==> config.mk <==
export PLATFORM = sky130hd
export DESIGN_NAME = sgd_table_builder
export DESIGN_NICKNAME = d
export VERILOG_FILES = /design/src/rtl/sgd_pkg.sv /design/src/rtl/sgd_admit.sv /design/src/rtl/sgd_chunker.sv /design/src/rtl/sgd_emit.sv /design/src/rtl/sgd_table_builder.sv
export SDC_FILE = /design/constraint.sdc
export NUM_CORES = 1
export LEC_CHECK = 0
export BUFFER_PORTS_ARGS = -buffer_cell sky130_fd_sc_hd__buf_2
export CORE_ASPECT_RATIO = 0.8
export CORE_MARGIN = 1
export CORE_UTILIZATION = 49
export DETAILED_ROUTE_END_ITERATION = 6
export PLACE_DENSITY_LB_ADDON = 0.1
export SLEW_MARGIN = 20
export SYNTH_ARGS = -nofsm -noshare
export SYNTH_HDL_FRONTEND = slang
export SYNTH_SLANG_ARGS = --single-unit
==> constraint.sdc <==
create_clock -name clk -period 3.9 [get_ports clk]
set_input_delay 0.195 -clock clk [delete_from_list [all_inputs] [get_ports clk]]
set_output_delay 0.195 -clock clk [all_outputs]
set_load 0.1 [all_outputs]
==> src/rtl/sgd_pkg.sv <==
`timescale 1ns/1ps
package sgd_pkg;
  localparam int DESC_W  = 64;
  localparam int B_VALID = 0;
  localparam int B_END   = 1;
  localparam int B_IRQ   = 2;
  localparam int B_ACT1  = 4;
  localparam int B_ACT2  = 5;
  localparam int LEN_LSB = 16;
  localparam int LEN_W   = 16;
  localparam int ADR_LSB = 32;
  localparam int ADR_W   = 32;

  typedef enum logic [1:0] {ST_IDLE, ST_FILL, ST_FIN} sgd_state_e;
  typedef enum logic [1:0] {REQ_EMPTY, REQ_OVER, REQ_WORK} req_kind_e;

  // Assemble one data-transfer descriptor word.
  function automatic logic [DESC_W-1:0] sgd_pack(input logic [ADR_W-1:0] adr,
                                                 input logic [LEN_W-1:0] len,
                                                 input logic             last);
    logic [DESC_W-1:0] d;
    d                       = '0;
    d[B_VALID]              = 1'b1;
    d[B_END]                = last;
    d[B_IRQ]                = 1'b0;
    d[B_ACT1]               = 1'b0;
    d[B_ACT2]               = 1'b1;
    d[LEN_LSB +: LEN_W]     = len;
    d[ADR_LSB +: ADR_W]     = adr;
    return d;
  endfunction
endpackage

==> src/rtl/sgd_admit.sv <==
`timescale 1ns/1ps
// Classifies an incoming request: empty, too large for the table, or work.
module sgd_admit #(
  parameter int SIZE_W    = 32,
  parameter int MAX_CHUNK = 65532,
  parameter int TBL_DEPTH = 1024
) (
  input  logic [SIZE_W-1:0] bytes_i,
  output sgd_pkg::req_kind_e kind_o
);
  localparam logic [63:0] CAPACITY = 64'(TBL_DEPTH) * 64'(MAX_CHUNK);

  always_comb begin
    if (bytes_i == '0)                 kind_o = sgd_pkg::REQ_EMPTY;
    else if (64'(bytes_i) > CAPACITY)  kind_o = sgd_pkg::REQ_OVER;
    else                               kind_o = sgd_pkg::REQ_WORK;
  end
endmodule

==> src/rtl/sgd_chunker.sv <==
`timescale 1ns/1ps
// Computes the next chunk length and whether it closes the request.
module sgd_chunker #(
  parameter int SIZE_W    = 32,
  parameter int MAX_CHUNK = 65532
) (
  input  logic [SIZE_W-1:0]        remain_i,
  output logic [sgd_pkg::LEN_W-1:0] len_o,
  output logic                     last_o
);
  localparam int          LW  = sgd_pkg::LEN_W;
  localparam logic [SIZE_W-1:0] CAP = SIZE_W'(MAX_CHUNK);

  always_comb begin
    last_o = (remain_i <= CAP);
    len_o  = last_o ? remain_i[LW-1:0] : LW'(MAX_CHUNK);
  end
endmodule

==> src/rtl/sgd_emit.sv <==
`timescale 1ns/1ps
// Output register stage for the descriptor RAM write port.
module sgd_emit #(
  parameter int IDX_W = 10
) (
  input  logic                       clk,
  input  logic                       rst,
  input  logic                       load_i,
  input  logic [IDX_W-1:0]           idx_i,
  input  logic [sgd_pkg::DESC_W-1:0] desc_i,
  output logic                       wr_en_o,
  output logic [IDX_W-1:0]           wr_idx_o,
  output logic [sgd_pkg::DESC_W-1:0] wr_data_o
);
  always_ff @(posedge clk) begin
    if (rst) begin
      wr_en_o   <= 1'b0;
      wr_idx_o  <= '0;
      wr_data_o <= '0;
    end else begin
      wr_en_o <= load_i;
      if (load_i) begin
        wr_idx_o  <= idx_i;
        wr_data_o <= desc_i;
      end
    end
  end
endmodule

==> src/rtl/sgd_table_builder.sv <==
`timescale 1ns/1ps
// Splits one transfer request into a table of scatter descriptors.
module sgd_table_builder #(
  parameter int          SIZE_W    = 32,
  parameter int          MAX_CHUNK = 65532,
  parameter int          TBL_DEPTH = 1024,
  parameter logic [31:0] TBL_BASE  = 32'h0000_4000,
  localparam int         IDX_W     = $clog2(TBL_DEPTH),
  localparam int         CNT_W     = IDX_W + 1
) (
  input  logic              clk,
  input  logic              rst,
  input  logic              req_valid,
  output logic              req_ready,
  input  logic [SIZE_W-1:0] req_bytes,
  input  logic [31:0]       req_base,
  output logic              wr_en,
  output logic [IDX_W-1:0]  wr_idx,
  output logic [63:0]       wr_data,
  output logic              done,
  output logic              err,
  output logic [CNT_W-1:0]  entry_count,
  output logic [31:0]       tbl_base
);
  import sgd_pkg::*;

  sgd_state_e        state;
  req_kind_e         kind;
  logic [SIZE_W-1:0] remain;
  logic [31:0]       cursor;
  logic [CNT_W-1:0]  idx;
  logic              err_pend;
  logic [LEN_W-1:0]  chunk_len;
  logic              chunk_last;
  logic              accept;
  logic              fill;

  assign req_ready = (state == ST_IDLE);
  assign accept    = req_valid && req_ready;
  assign fill      = (state == ST_FILL);
  assign tbl_base  = TBL_BASE;

  sgd_admit #(
    .SIZE_W(SIZE_W), .MAX_CHUNK(MAX_CHUNK), .TBL_DEPTH(TBL_DEPTH)
  ) u_admit (
    .bytes_i(req_bytes),
    .kind_o (kind)
  );

  sgd_chunker #(
    .SIZE_W(SIZE_W), .MAX_CHUNK(MAX_CHUNK)
  ) u_chunk (
    .remain_i(remain),
    .len_o   (chunk_len),
    .last_o  (chunk_last)
  );

  sgd_emit #(
    .IDX_W(IDX_W)
  ) u_emit (
    .clk      (clk),
    .rst      (rst),
    .load_i   (fill),
    .idx_i    (idx[IDX_W-1:0]),
    .desc_i   (sgd_pack(cursor, chunk_len, chunk_last)),
    .wr_en_o  (wr_en),
    .wr_idx_o (wr_idx),
    .wr_data_o(wr_data)
  );

  always_ff @(posedge clk) begin
    if (rst) begin
      state       <= ST_IDLE;
      remain      <= '0;
      cursor      <= '0;
      idx         <= '0;
      err_pend    <= 1'b0;
      done        <= 1'b0;
      err         <= 1'b0;
      entry_count <= '0;
    end else begin
      done <= 1'b0;
      err  <= 1'b0;
      unique case (state)
        ST_IDLE: begin
          if (accept) begin
            remain <= req_bytes;
            cursor <= req_base;
            idx    <= '0;
            if (kind == REQ_WORK) begin
              state <= ST_FILL;
            end else begin
              state    <= ST_FIN;
              err_pend <= (kind == REQ_OVER);
            end
          end
        end
        ST_FILL: begin
          remain <= remain - SIZE_W'(chunk_len);
          cursor <= cursor + 32'(chunk_len);
          idx    <= idx + 1'b1;
          if (chunk_last) state <= ST_FIN;
        end
        ST_FIN: begin
          done        <= 1'b1;
          err         <= err_pend;
          entry_count <= idx;
          err_pend    <= 1'b0;
          state       <= ST_IDLE;
        end
        default: state <= ST_IDLE;
      endcase
    end
  end
endmodule

# == Word-level counts from Yosys, hierarchy flattened ==
# Cells that the tools add are included.
# totals
input_bits,67
out_inout_bits,121
register_bits,153
# op_classes
reduce_logical,9
n_eq_ne,7
mux,17
magnitude_cmp,2
add_sub_neg,3
bitwise,1
# op_table
operator,count
32-bit one-hot mux with 2 select lines,2
32-bit 2-to-1 mux,2
32-bit by 16-bit adder with 32-bit output,1
"32-bit by 26-bit > comparator with 1-bit output, second input constant",1
"32-bit by 16-bit less-or-equal comparator with 1-bit output, second input constant",1
32-bit zero test,1
32-bit by 16-bit subtractor with 32-bit output,1
11-bit one-hot mux with 2 select lines,1
16-bit 2-to-1 mux,1
"11-bit by 1-bit adder with 11-bit output, second input constant",1
11-bit 2-to-1 mux,1
2-bit 2-to-1 mux,5
"2-bit by 1-bit == test with 1-bit output, second input constant",2
"2-bit == test, second input constant",2
"2-bit != test, second input constant",2
2-bit one-hot mux with 2 select lines,1
2-bit AND reduction,2
2-bit nonzero test,2
1-bit 2-to-1 mux,3
3-bit AND reduction,1
2-bit zero test,1
"2-bit by 1-bit != test with 1-bit output, second input constant",1
1-bit one-hot mux with 2 select lines,1
2-bit OR reduction,1
other kinds (2),2

# == Longest topological paths before layout ==
# Gate-level depths: netlist of the first run.
# depth
depth_word,7
ltp_mapped,16

# == Hierarchy ==
# Synthesis of the first run repeated with hierarchy kept, for this count alone.
# unflattened
hier_cells,1156
area_unflattened_um2,9684.3
# modules_own_cells
module,seq_area_each_um2,cells_per_inst,area_per_inst_um2,n_inst
sgd_table_builder,1821.7,863,6558.8,1
sgd_emit,1501.4,241,2703.8,1
sgd_chunker,0.0,31,276.5,1
sgd_admit,0.0,21,145.1,1

# == Least setup slack after synthesis of the first run ==
# Ideal clock, no wire load.
# synth_path
kind,register -> register
from,register remain[16]
to,register cursor[29]
arrival_ps,3708
setup_ps,122
n_path_buf,2
required_ps,3778
path_slack_ps,70
path_stages_with_launch,15
path_cell_list,dfxtp_1 > or4_4 > or2_1 > a211o_4 > buf_2 > or2_1 > ha_1 > o21ai_0 > o21ai_1 > a21oi_1 > o211ai_1 > a21oi_1 > buf_2 > nor4_1 > a311o_1
# synth_between
elab_chain_cells,4
# synth_rtl
element,line,text
start: declaration,sgd_table_builder.sv:29,logic [SIZE_W-1:0] remain;
start signal: assignment,sgd_table_builder.sv:87,remain <= req_bytes;
start signal: assignment,sgd_table_builder.sv:99,remain <= remain - SIZE_W'(chunk_len);
32-bit by 16-bit less-or-equal comparator with 1-bit output,sgd_chunker.sv:15,last_o = (remain_i <= CAP);
16-bit 2-to-1 mux,sgd_chunker.sv:16,len_o = last_o ? remain_i[LW-1:0] : LW'(MAX_CHUNK);
named net chunk_len[2],sgd_table_builder.sv:33,logic [LEN_W-1:0] chunk_len;
32-bit by 16-bit adder with 32-bit output,sgd_table_builder.sv:100,cursor <= cursor + 32'(chunk_len);
32-bit one-hot mux with 2 select lines,sgd_table_builder.sv:84,unique case (state)
end signal: assignment,sgd_table_builder.sv:88,cursor <= req_base;
end signal: assignment,sgd_table_builder.sv:100,
end: declaration,sgd_table_builder.sv:30,logic [31:0] cursor;
# The timed path passes the listed nets, and every way through them passes these cells.
# A chain may end at the register's enable or synchronous reset.

# == Worst setup path after layout of the first run ==
# layout_path
from,register remain[17]
to,register cursor[20]
# The elaborated chain is that of the path after synthesis.

==> flow_summary.yaml, run 1 <==
setup_path:
  cp_common_cell: "or2_1"
  r2r_slack_ns: 0.1
  rr_worst_depth: 13
  path_class: "register to register"
  path_delay_family: "compound AO/OA/AOI/OAI gates"
  critPathRequiredTime_ns: 4.18
  path_max_fanout: 7
  worst-path-buf-inv: 1
  cp-start-kind: "register"
  crit_path_end_kind: "register"
  crit_path_cell_trace: "or4_4, or2_1, a211o_4, or2_1, ha_4, o21ai_0, o21ai_1, o2111ai_2, o31ai_2, buf_4, and2_1, mux2i_1, o22ai_1"
  cp_slowest_cell: "or4_4"
  r2r_end: "cursor[20]"
  r2r-start: "remain[17]"
  cp.arrival_ns: 4.08
  cp_slowest_stage_delay_ns: 0.55
placed_design:
  dp_hpwl_um: 15700
  place_ws_ns: 0.0321
  gp_congestion: 0.889
  io_buffers: 142
synth:
  yosysWarnings: 0
  syn_inst: 1070
  syn_area_um2: 8200
  synthArstFlopShare_pct: 0
  yosys.area.top_type_share_pct: 37.1
  synth_most_common_cell: "nand2_1"
  synth_seq_area_share_pct: 37.1
  avgSynthCellArea_um2: 7.66
  synth.distinct_cells: 74
  synth_edf_count: 0
  ys_seq_elements: 152
  synth_common_cells: "162 x nand2_1, 152 x dfxtp_1, 115 x a21oi_1, 113 x nor2_1, 51 x clkbuf_1"
  synth.area.top_cells: "dfxtp_1 37%, nand2_1 7.4%, a21oi_1 7.0%"
  ys.flop_type: "dfxtp_1"
  synth_area_leader_cell: "dfxtp_1"
clock_tree:
  cts_root_buffer: "clkbuf_16"
  cts.clk_slew.worst_paths_ns: 0.06
  clock-sinks: 152
  cts_hold_buf: 0
  cts_buffer_depth: 2
  cts_buffers: 17
  cts_tree: "done"
  clkLatencyLatePin_ns: 0.43
  htree_levels: 4
final_layout:
  synthToLayoutAreaGrowth_pct: 18.0
  drive_gt1_share_pct: 21.0
  diodes: 0
  finalNetCount: 1279
detailed_routing:
  drc: 0
  drtIter0Drc: 786
  postRouteAntennaNets: 0
  post_drt_wl_per_cell_um: 16.3
  vias: 8015
  wl_um: 23100
  first_pass_iters: 5
  routed_via_density: 5.64
floorplanning:
  die_y_um: 118
  die_w_um: 147
  core_um2: 16100
  ios: 188
  initial_core_util_pct: 51.0
  die-area_um2: 17300
  placementRows: 41
power_and_ir_drop:
  p_leak_nw: 3.93
  power.density_nw_per_um2: 432
  power.total_mw: 4.17
  ir_drop_mv: 0.324
min_path:
  holdPathEnd: "remain[31]"
  hp-class: "input port to register"
  hold_start: "req_bytes[31]"
  hold-path-cell-count: 3
grt:
  antenna_found_initial: 0
  grt_use_total_pct: 26.6
  grt_pass1_wl_um: 37100
  grt_max_degree: 91
  grt_overflow: 0
  grt_pass1_vias: 7082
timing:
  setup_ws_ns: 0.0953
  hold_viol: 0
  setup_viol: 0
  period_share_pct: 97.6
  drv_slew: 0
  tightest_slew_ns: 0.961
  fin_skew_ns: 0.00933
  fin_hold_ws_ns: 0.0275
  slew_headroom_pct: 35.9
  timing.fmax_ghz: 0.263
  layout_min_cycle_time_ns: 3.80
job:
  maxCapViolCount: 0
run_status:
  outcome: "complete, no violations"
-- tightest hold or removal path, stage by stage --
cell and delay [ns]:
buf_2 0.11, nand2_1 0.05, a21oi_1 0.05
-- placed cells by master, fill, tap and decap left out, drive strengths merged, types with 12 or more instances in the layout --
cell,n
dfxtp,152
clkbuf,20
xnor2,12
nand3,24
o21ai,48
inv,14
or2,14
mux2i,15
conb,46
nor3,43
a31oi,12
a211oi,20
nand2,163
ha,18
or3,17
nand4,12
buf,175
nor2,115
nor4,15
a22oi,18
a21oi,117
-- where the power goes --
part	total, mW	switching [mW]	internal, mW
combinational	0.884	0.599	0.285
clock	1.63	0.693	0.936
sequential	1.66	0.0602	1.60
total	4.17	1.35	2.82
-- cell families (layout without fill, tap and decap cells) --
family	after synthesis	count (layout)	synth area share [%]
adders and majority gates	19	19	2.99
DFF	152	152	37.1
and+or+nand+nor	456	456	26.3
muxes	16	16	1.97
AOI/OAI and AO/OA	276	276	21.0
other	2	46	0.0916
xor gates and xnor gates	23	23	2.46
buffers and inverters	126	218	8.09
-- routing by layer --
metal	track usage, %	share of wire [%]	vias up
li1	-	-	3946
met2	37.6	42	332
met3	5.19	8.0	34
met1	39.8	49	3703
met5	0	0	-
met4	8.27	1.5	0
-- worst max-delay path by stage --
| stage | slack [ns] | cells after the start | endpoint | from |
|---|---|---|---|---|
| after floorplan | 0.07 | 14 | cursor[29] | remain[16] |
| after global placement | 0.08 | 13 | cursor[20] | remain[17] |
| after detailed placement | 0.03 | 14 | cursor[14] | remain[4] |
| after CTS | 0.02 | 13 | cursor[20] | remain[17] |
| after global routing | -0.02 | 13 | cursor[20] | remain[17] |
| final | 0.1 | 13 | cursor[20] | remain[17] |
-- cell type report --
| class | instances | area, um^2 |
|---|---|---|
| Clock buffer | 20 | 467 |
| Clock inverter | 12 | 115 |
| Fill cell | 1527 | 6390 |
| Inverter | 11 | 41.3 |
| Multi-Input combinational cell | 836 | 4770 |
| Sequential cell | 152 | 3040 |
| Tap cell | 215 | 269 |
| Timing Repair Buffer | 175 | 961 |
-- what timing repair did --
item	CTS	global route
gates resized for setup	1	17
gates cloned	0	0
setup buffers	0	4
setup endpoints to repair	2	13
pin swaps	0	3
-- flip-flops by register name, indices dropped and copies added (netlist names) --
register,flops
err_pend,1
u_emit.wr_en_o,1
cursor,32
u_emit.wr_idx_o,10
idx,11
remain,32
u_emit.wr_data_o,50
done,1
err,1
state,2
entry_count,11
-- per-stage QoR --
step                      std cells  TNS [ns]  area [um^2]  utilization [%]
final                          1421         0         9670             60.2
after global routing           1421   -0.0290         9670             60.2
after CTS                      1417         0         9550             59.5
after detailed placement       1385         0         8960             55.8
after global placement         1385         0         8960             55.8
after floorplan                1114         0         8360                -
(Power assumes the default switching activity.)
==> inputs of run 2 (changes only) <==
PLACE_DENSITY = 0.76   (was not set)
PLACE_DENSITY_LB_ADDON = not set   (was 0.1)
==> flow_summary.yaml, run 2 (synthesized netlist as in run 1, its figures left out) <==
timing:
  hold_viol: 0
  setup_viol: 0
  timing.fmax_ghz: 0.267
  drv_slew: 0
  setup-tns-final_ns: 0
  fin_skew_ns: 0.00719
  period_share_pct: 96.2
  layout_min_cycle_time_ns: 3.75
  fin_hold_ws_ns: 0.0243
  slew_headroom_pct: 35.7
  tightest_slew_ns: 0.962
final_layout:
  largest_register_ffs: 50
  synthToLayoutAreaGrowth_pct: 17.8
  finalNetCount: 1277
  reg_top3: "u_emit.wr_data_o x50, cursor x32, remain x32"
  mostFrequentLayoutCell: "nand2_1"
  final_cell_mix: "162 x nand2_1, 151 x dfxtp_1, 141 x buf_2"
  top_register: "u_emit.wr_data_o"
  fillers: 1496
  drive_gt1_share_pct: 20.7
  final_cells: 1420
  final_cell_area_um2: 9660
placed_design:
  io_buffers: 142
  gp_congestion: 0.918
  dpl_cell_area_um2: 8960
  place_inst: 1385
  dp_hpwl_um: 15700
floorplanning:
  core_um2: 16100
  die_w_um: 147
  initial_core_util_pct: 51.0
  placementRows: 41
  die_y_um: 118
  ios: 188
  die-area_um2: 17300
grt:
  grt_max_degree: 72
  grt_pass1_wl_um: 37500
  grt_use_total_pct: 27.0
  grt_pass1_vias: 7323
  antenna_found_initial: 0
  grt_overflow: 0
setup_path:
  path_delay_family: "simple AND/OR/NAND/NOR gates"
  r2r_end: "cursor[19]"
  critPathRequiredTime_ns: 4.24
  cp-start-kind: "register"
  cp_slowest_stage_delay_ns: 0.55
  crit_path_end_kind: "register"
  cp.arrival_ns: 4.09
  crit_path_cell_trace: "or4_4, or2_4, a211o_4, or2_4, ha_4, o21ai_0, o21ai_1, a21oi_1, o211ai_1, a21oi_1, buf_6, or3_1, a221oi_1"
  r2r-start: "remain[17]"
  cp_slowest_cell: "or4_4"
  rr_worst_depth: 13
  r2r_slack_ns: 0.15
  path_class: "register to register"
  path_max_fanout: 14
  worst-path-buf-inv: 1
detailed_routing:
  routed_via_density: 5.73
  wl_um: 23500
  vias: 8136
  post_drt_wl_per_cell_um: 16.6
  postRouteAntennaNets: 0
  drc: 0
  drtIter0Drc: 594
  first_pass_iters: 7
power_and_ir_drop:
  ir_drop_mv: 0.317
  power.density_nw_per_um2: 434
  p_leak_nw: 3.92
run_status:
  outcome: "complete, no violations"
job:
  maxCapViolCount: 0
clock_tree:
  clock-sinks: 152
  cts_root_buffer: "clkbuf_16"
  cts.clk_slew.worst_paths_ns: 0.06
  htree_levels: 4
  cts_buffer_depth: 2
  cts_hold_buf: 0
  cts_tree: "done"
  cts_buffers: 17
  clkLatencyLatePin_ns: 0.43
min_path:
  hold-path-cell-count: 3
  hold_start: "req_bytes[0]"
  hp-class: "input port to register"
  holdPathEnd: "remain[0]"
## run 2: changes by cell type in the layout (fill, tap and decap cells not counted), sizes merged
cell,previous run,this run
a211o,2,3
buf,175,172
bufinv,1,2
clkbuf,20,17
clkinv,8,4
clkinvlp,0,2
diode,0,1
inv,14,18
## run 2: worst register-to-register path: stages, from the launching register on
cell,delay [ns]
dfxtp_1,0.36
or4_4,0.55
or2_4,0.29
a211o_4,0.31
or2_4,0.26
ha_4,0.30
o21ai_0,0.13
o21ai_1,0.20
a21oi_1,0.11
o211ai_1,0.26
a21oi_1,0.13
buf_6,0.17
or3_1,0.35
a221oi_1,0.25
## run 2: per-layer routing
layer  up-vias  wire length [um]  track usage [%]
met5         -                 0                0
met4         0               265             6.58
met3        28              2040             7.29
met2       368             10200             39.7
met1      3792             11000             38.7
li1       3948                 -                -
## run 2: final cells by class
class	count	area, um^2	area share, %
Antenna cell	1	2.50	0.0259
Tap cell	215	269	2.79
Sequential cell	152	3040	31.5
Timing Repair Buffer	172	942	9.76
Multi-Input combinational cell	837	4770	49.4
Clock buffer	17	425	4.41
Inverter	11	41.3	0.428
Clock inverter	15	164	1.70
## run 2: metrics by stage
stage	total power, mW	setup WS, ns	utilization, %
global placement	2.50	0.103	55.8
global route	4.35	-0.00761	60.1
floorplan	2.34	0.0696	-
finish	4.19	0.149	60.1
CTS	4.16	0.0118	59.5
detailed placement	2.51	0.0546	55.8
## run 2: where the power goes
group / total, mW / switching, mW / internal [mW]
clock network: 1.66 / 0.705 / 0.955
registers: 1.66 / 0.0604 / 1.60
logic: 0.870 / 0.601 / 0.270
## run 2: repair_timing
action | CTS | global route
setup endpoints to repair | 0 | 19
buffers inserted | 0 | 1
gates resized for setup | 0 | 17
## run 2: worst max path at each step
stage               depth (start not counted)  slack [ns]       start    endpoint
CTS                                        14        0.01   remain[3]  cursor[14]
floorplan                                  14        0.07  remain[16]  cursor[29]
finish                                     13        0.15  remain[17]  cursor[19]
global placement                           13        0.10  remain[17]  cursor[20]
detailed placement                         13        0.05  remain[17]  cursor[20]
global route                               14      -0.008   remain[5]  cursor[14]
==> inputs of run 3 (changes only) <==
BUFFER_PORTS_ARGS = -buffer_cell sky130_fd_sc_hd__buf_4   (was -buffer_cell sky130_fd_sc_hd__buf_2)
CORE_UTILIZATION = 55   (was 49)
PLACE_DENSITY = 0.81   (was 0.76)
clock period = 3.8 ns   (was 3.9 ns; I/O delays follow)
==> flow_summary.yaml, run 3 (synthesized netlist as in run 1, its figures left out) <==
final_layout:
  synthToLayoutAreaGrowth_pct: 22.5
  diodes: 0
  top_register: "u_emit.wr_data_o"
  reg_top3: "u_emit.wr_data_o x50, cursor x32, remain x32"
  final_cell_area_um2: 10000
  final_cell_mix: "183 x buf_4, 162 x nand2_1, 149 x dfxtp_1"
  final_cells: 1397
  multi_input_area_um2: 4790
  drive_gt1_share_pct: 22.2
  seqCellArea_um2: 3050
  largest_register_ffs: 50
  finalNetCount: 1288
  fillers: 1207
  mostFrequentLayoutCell: "buf_4"
setup_path:
  path_class: "register to register"
  critPathRequiredTime_ns: 4.12
  rr_worst_depth: 12
  path_max_fanout: 10
  cp.arrival_ns: 4.00
  r2r_slack_ns: 0.12
  r2r-start: "remain[19]"
  crit_path_end_kind: "register"
  cp-start-kind: "register"
  r2r_end: "cursor[29]"
floorplanning:
  core_um2: 14400
  die_w_um: 138
  initial_core_util_pct: 56.9
  die-area_um2: 15400
  ios: 188
  die_y_um: 111
  placementRows: 39
timing:
  hold_viol: 0
  timing.fmax_ghz: 0.271
  drv_slew: 0
  layout_min_cycle_time_ns: 3.68
  period_share_pct: 96.9
  tightest_slew_ns: 0.880
  slew_headroom_pct: 41.1
  fin_hold_ws_ns: 0.0230
  setup_viol: 0
  fin_skew_ns: 0.00987
detailed_routing:
  vias: 8292
  routed_via_density: 5.94
  wl_um: 23900
  drc: 16
  first_pass_iters: 7
  drtIter0Drc: 894
  postRouteAntennaNets: 0
  post_drt_wl_per_cell_um: 17.1
power_and_ir_drop:
  p_seq_share_pct: 40.0
  power.density_nw_per_um2: 425
  swShare_pct: 32.3
  pwr-share-clk_pct: 37.4
  p_leak_nw: 3.98
  combPwrFrac_pct: 22.6
  ir_drop_mv: 0.361
  power.switching_mw: 1.38
  intPower_mw: 2.89
clock_tree:
  htree_levels: 4
  cts_buffers: 17
  clock-sinks: 152
  cts_tree: "done"
  cts_root_buffer: "clkbuf_16"
  clkLatencyLatePin_ns: 0.43
  cts.clk_slew.worst_paths_ns: 0.06
  cts_buffer_depth: 2
placed_design:
  dpl_cell_area_um2: 9320
  io_buffers: 142
  gp_congestion: 0.945
  place_inst: 1360
  dp_hpwl_um: 15800
min_path:
  holdPathEnd: "cursor[31]"
  hold-path-cell-count: 3
  hold_start: "req_base[31]"
  hp-class: "input port to register"
grt:
  grt_pass1_vias: 7411
  grt_use_total_pct: 30.7
  grt_overflow: 0
  antenna_found_initial: 0
  grt_max_degree: 60
  grt_pass1_wl_um: 37900
job:
  maxCapViolCount: 0
run_status:
  violations: "design-rule violations"
  outcome: "finished, violations left"
## run 3: cell count changes in the layout (fill, tap and decap cells not counted), moves of 2 or more
cell,before,now
a21oi_1,114,112
a21oi_2,3,5
buf_2,141,0
buf_4,30,183
clkinvlp_4,2,5
dfxtp_1,151,149
dfxtp_2,1,3
ha_1,15,13
inv_6,7,0
o21ai_0,43,41
## run 3: layout make-up
class                   instances  share of cell area (%)
multi-input cells             836                    47.7
flip-flops and latches        152                    30.3
repair buffers                184                    13.8
clock buffers                  19                    4.41
well taps                     184                    2.29
clock inverters                11                    1.03
inverters                      11                   0.411
## run 3: critical path: stages, from the launching register on
cell,delay (ns)
dfxtp_2,0.32
or4_4,0.56
or2_4,0.25
buf_4,0.17
or3_1,0.43
ha_1,0.37
a21o_1,0.17
a21oi_1,0.22
o21ai_0,0.18
a21oi_2,0.35
buf_4,0.18
nor4_1,0.04
a311o_1,0.32
## run 3: routing by layer
| layer | GRT usage (%) | up-vias | part of all wire (%) |
|---|---|---|---|
| met5 | 0 | - | 0 |
| met4 | 8.39 | 0 | 1.4 |
| met3 | 6.52 | 32 | 8.8 |
| met2 | 46.7 | 429 | 44 |
| met1 | 43.7 | 3863 | 46 |
| li1 | - | 3968 | - |
## run 3: stage by stage
| step | power [mW] | TNS, ns | utilization (%) | setup WS, ns |
|---|---|---|---|---|
| global placement | 2.60 | 0 | 64.8 | 0.103 |
| floorplan | 2.41 | 0 | - | 0.0194 |
| detailed placement | 2.61 | -0.00361 | 64.8 | -0.00361 |
| global route | 4.43 | -0.0293 | 69.8 | -0.0172 |
| finish | 4.27 | 0 | 69.8 | 0.116 |
| CTS | 4.20 | 0 | 68.6 | 0.0398 |
## run 3: power by group through the flow
stage | Combinational (mW) | Sequential (mW) | Clock, mW
4_1_cts | 0.888 | 1.70 | 1.61
2_1_floorplan | 0.677 | 1.73 | 0
6_report | 0.966 | 1.71 | 1.60
5_1_grt | 1.03 | 1.71 | 1.68
3_5_place_dp | 0.874 | 1.74 | 0
3_3_place_gp | 0.868 | 1.73 | 0
## run 3: repair_timing
item / CTS / global route
resized for setup: 3 / 26
buffers inserted: 0 / 7
hold buffers: 0 / 0
pin swaps: 1 / 16
setup endpoints to repair: 1 / 21
endpoints found under the hold margin: 0 / 0
cloned: 0 / 0
## run 3: worst max path at each step
stage / start / end / slack, ns
global placement: remain[16] / cursor[20] / 0.10
finish: remain[19] / cursor[29] / 0.12
detailed placement: remain[16] / cursor[20] / -0.004
floorplan: remain[16] / cursor[29] / 0.02
global route: remain[5] / cursor[29] / -0.02
CTS: remain[16] / cursor[21] / 0.04
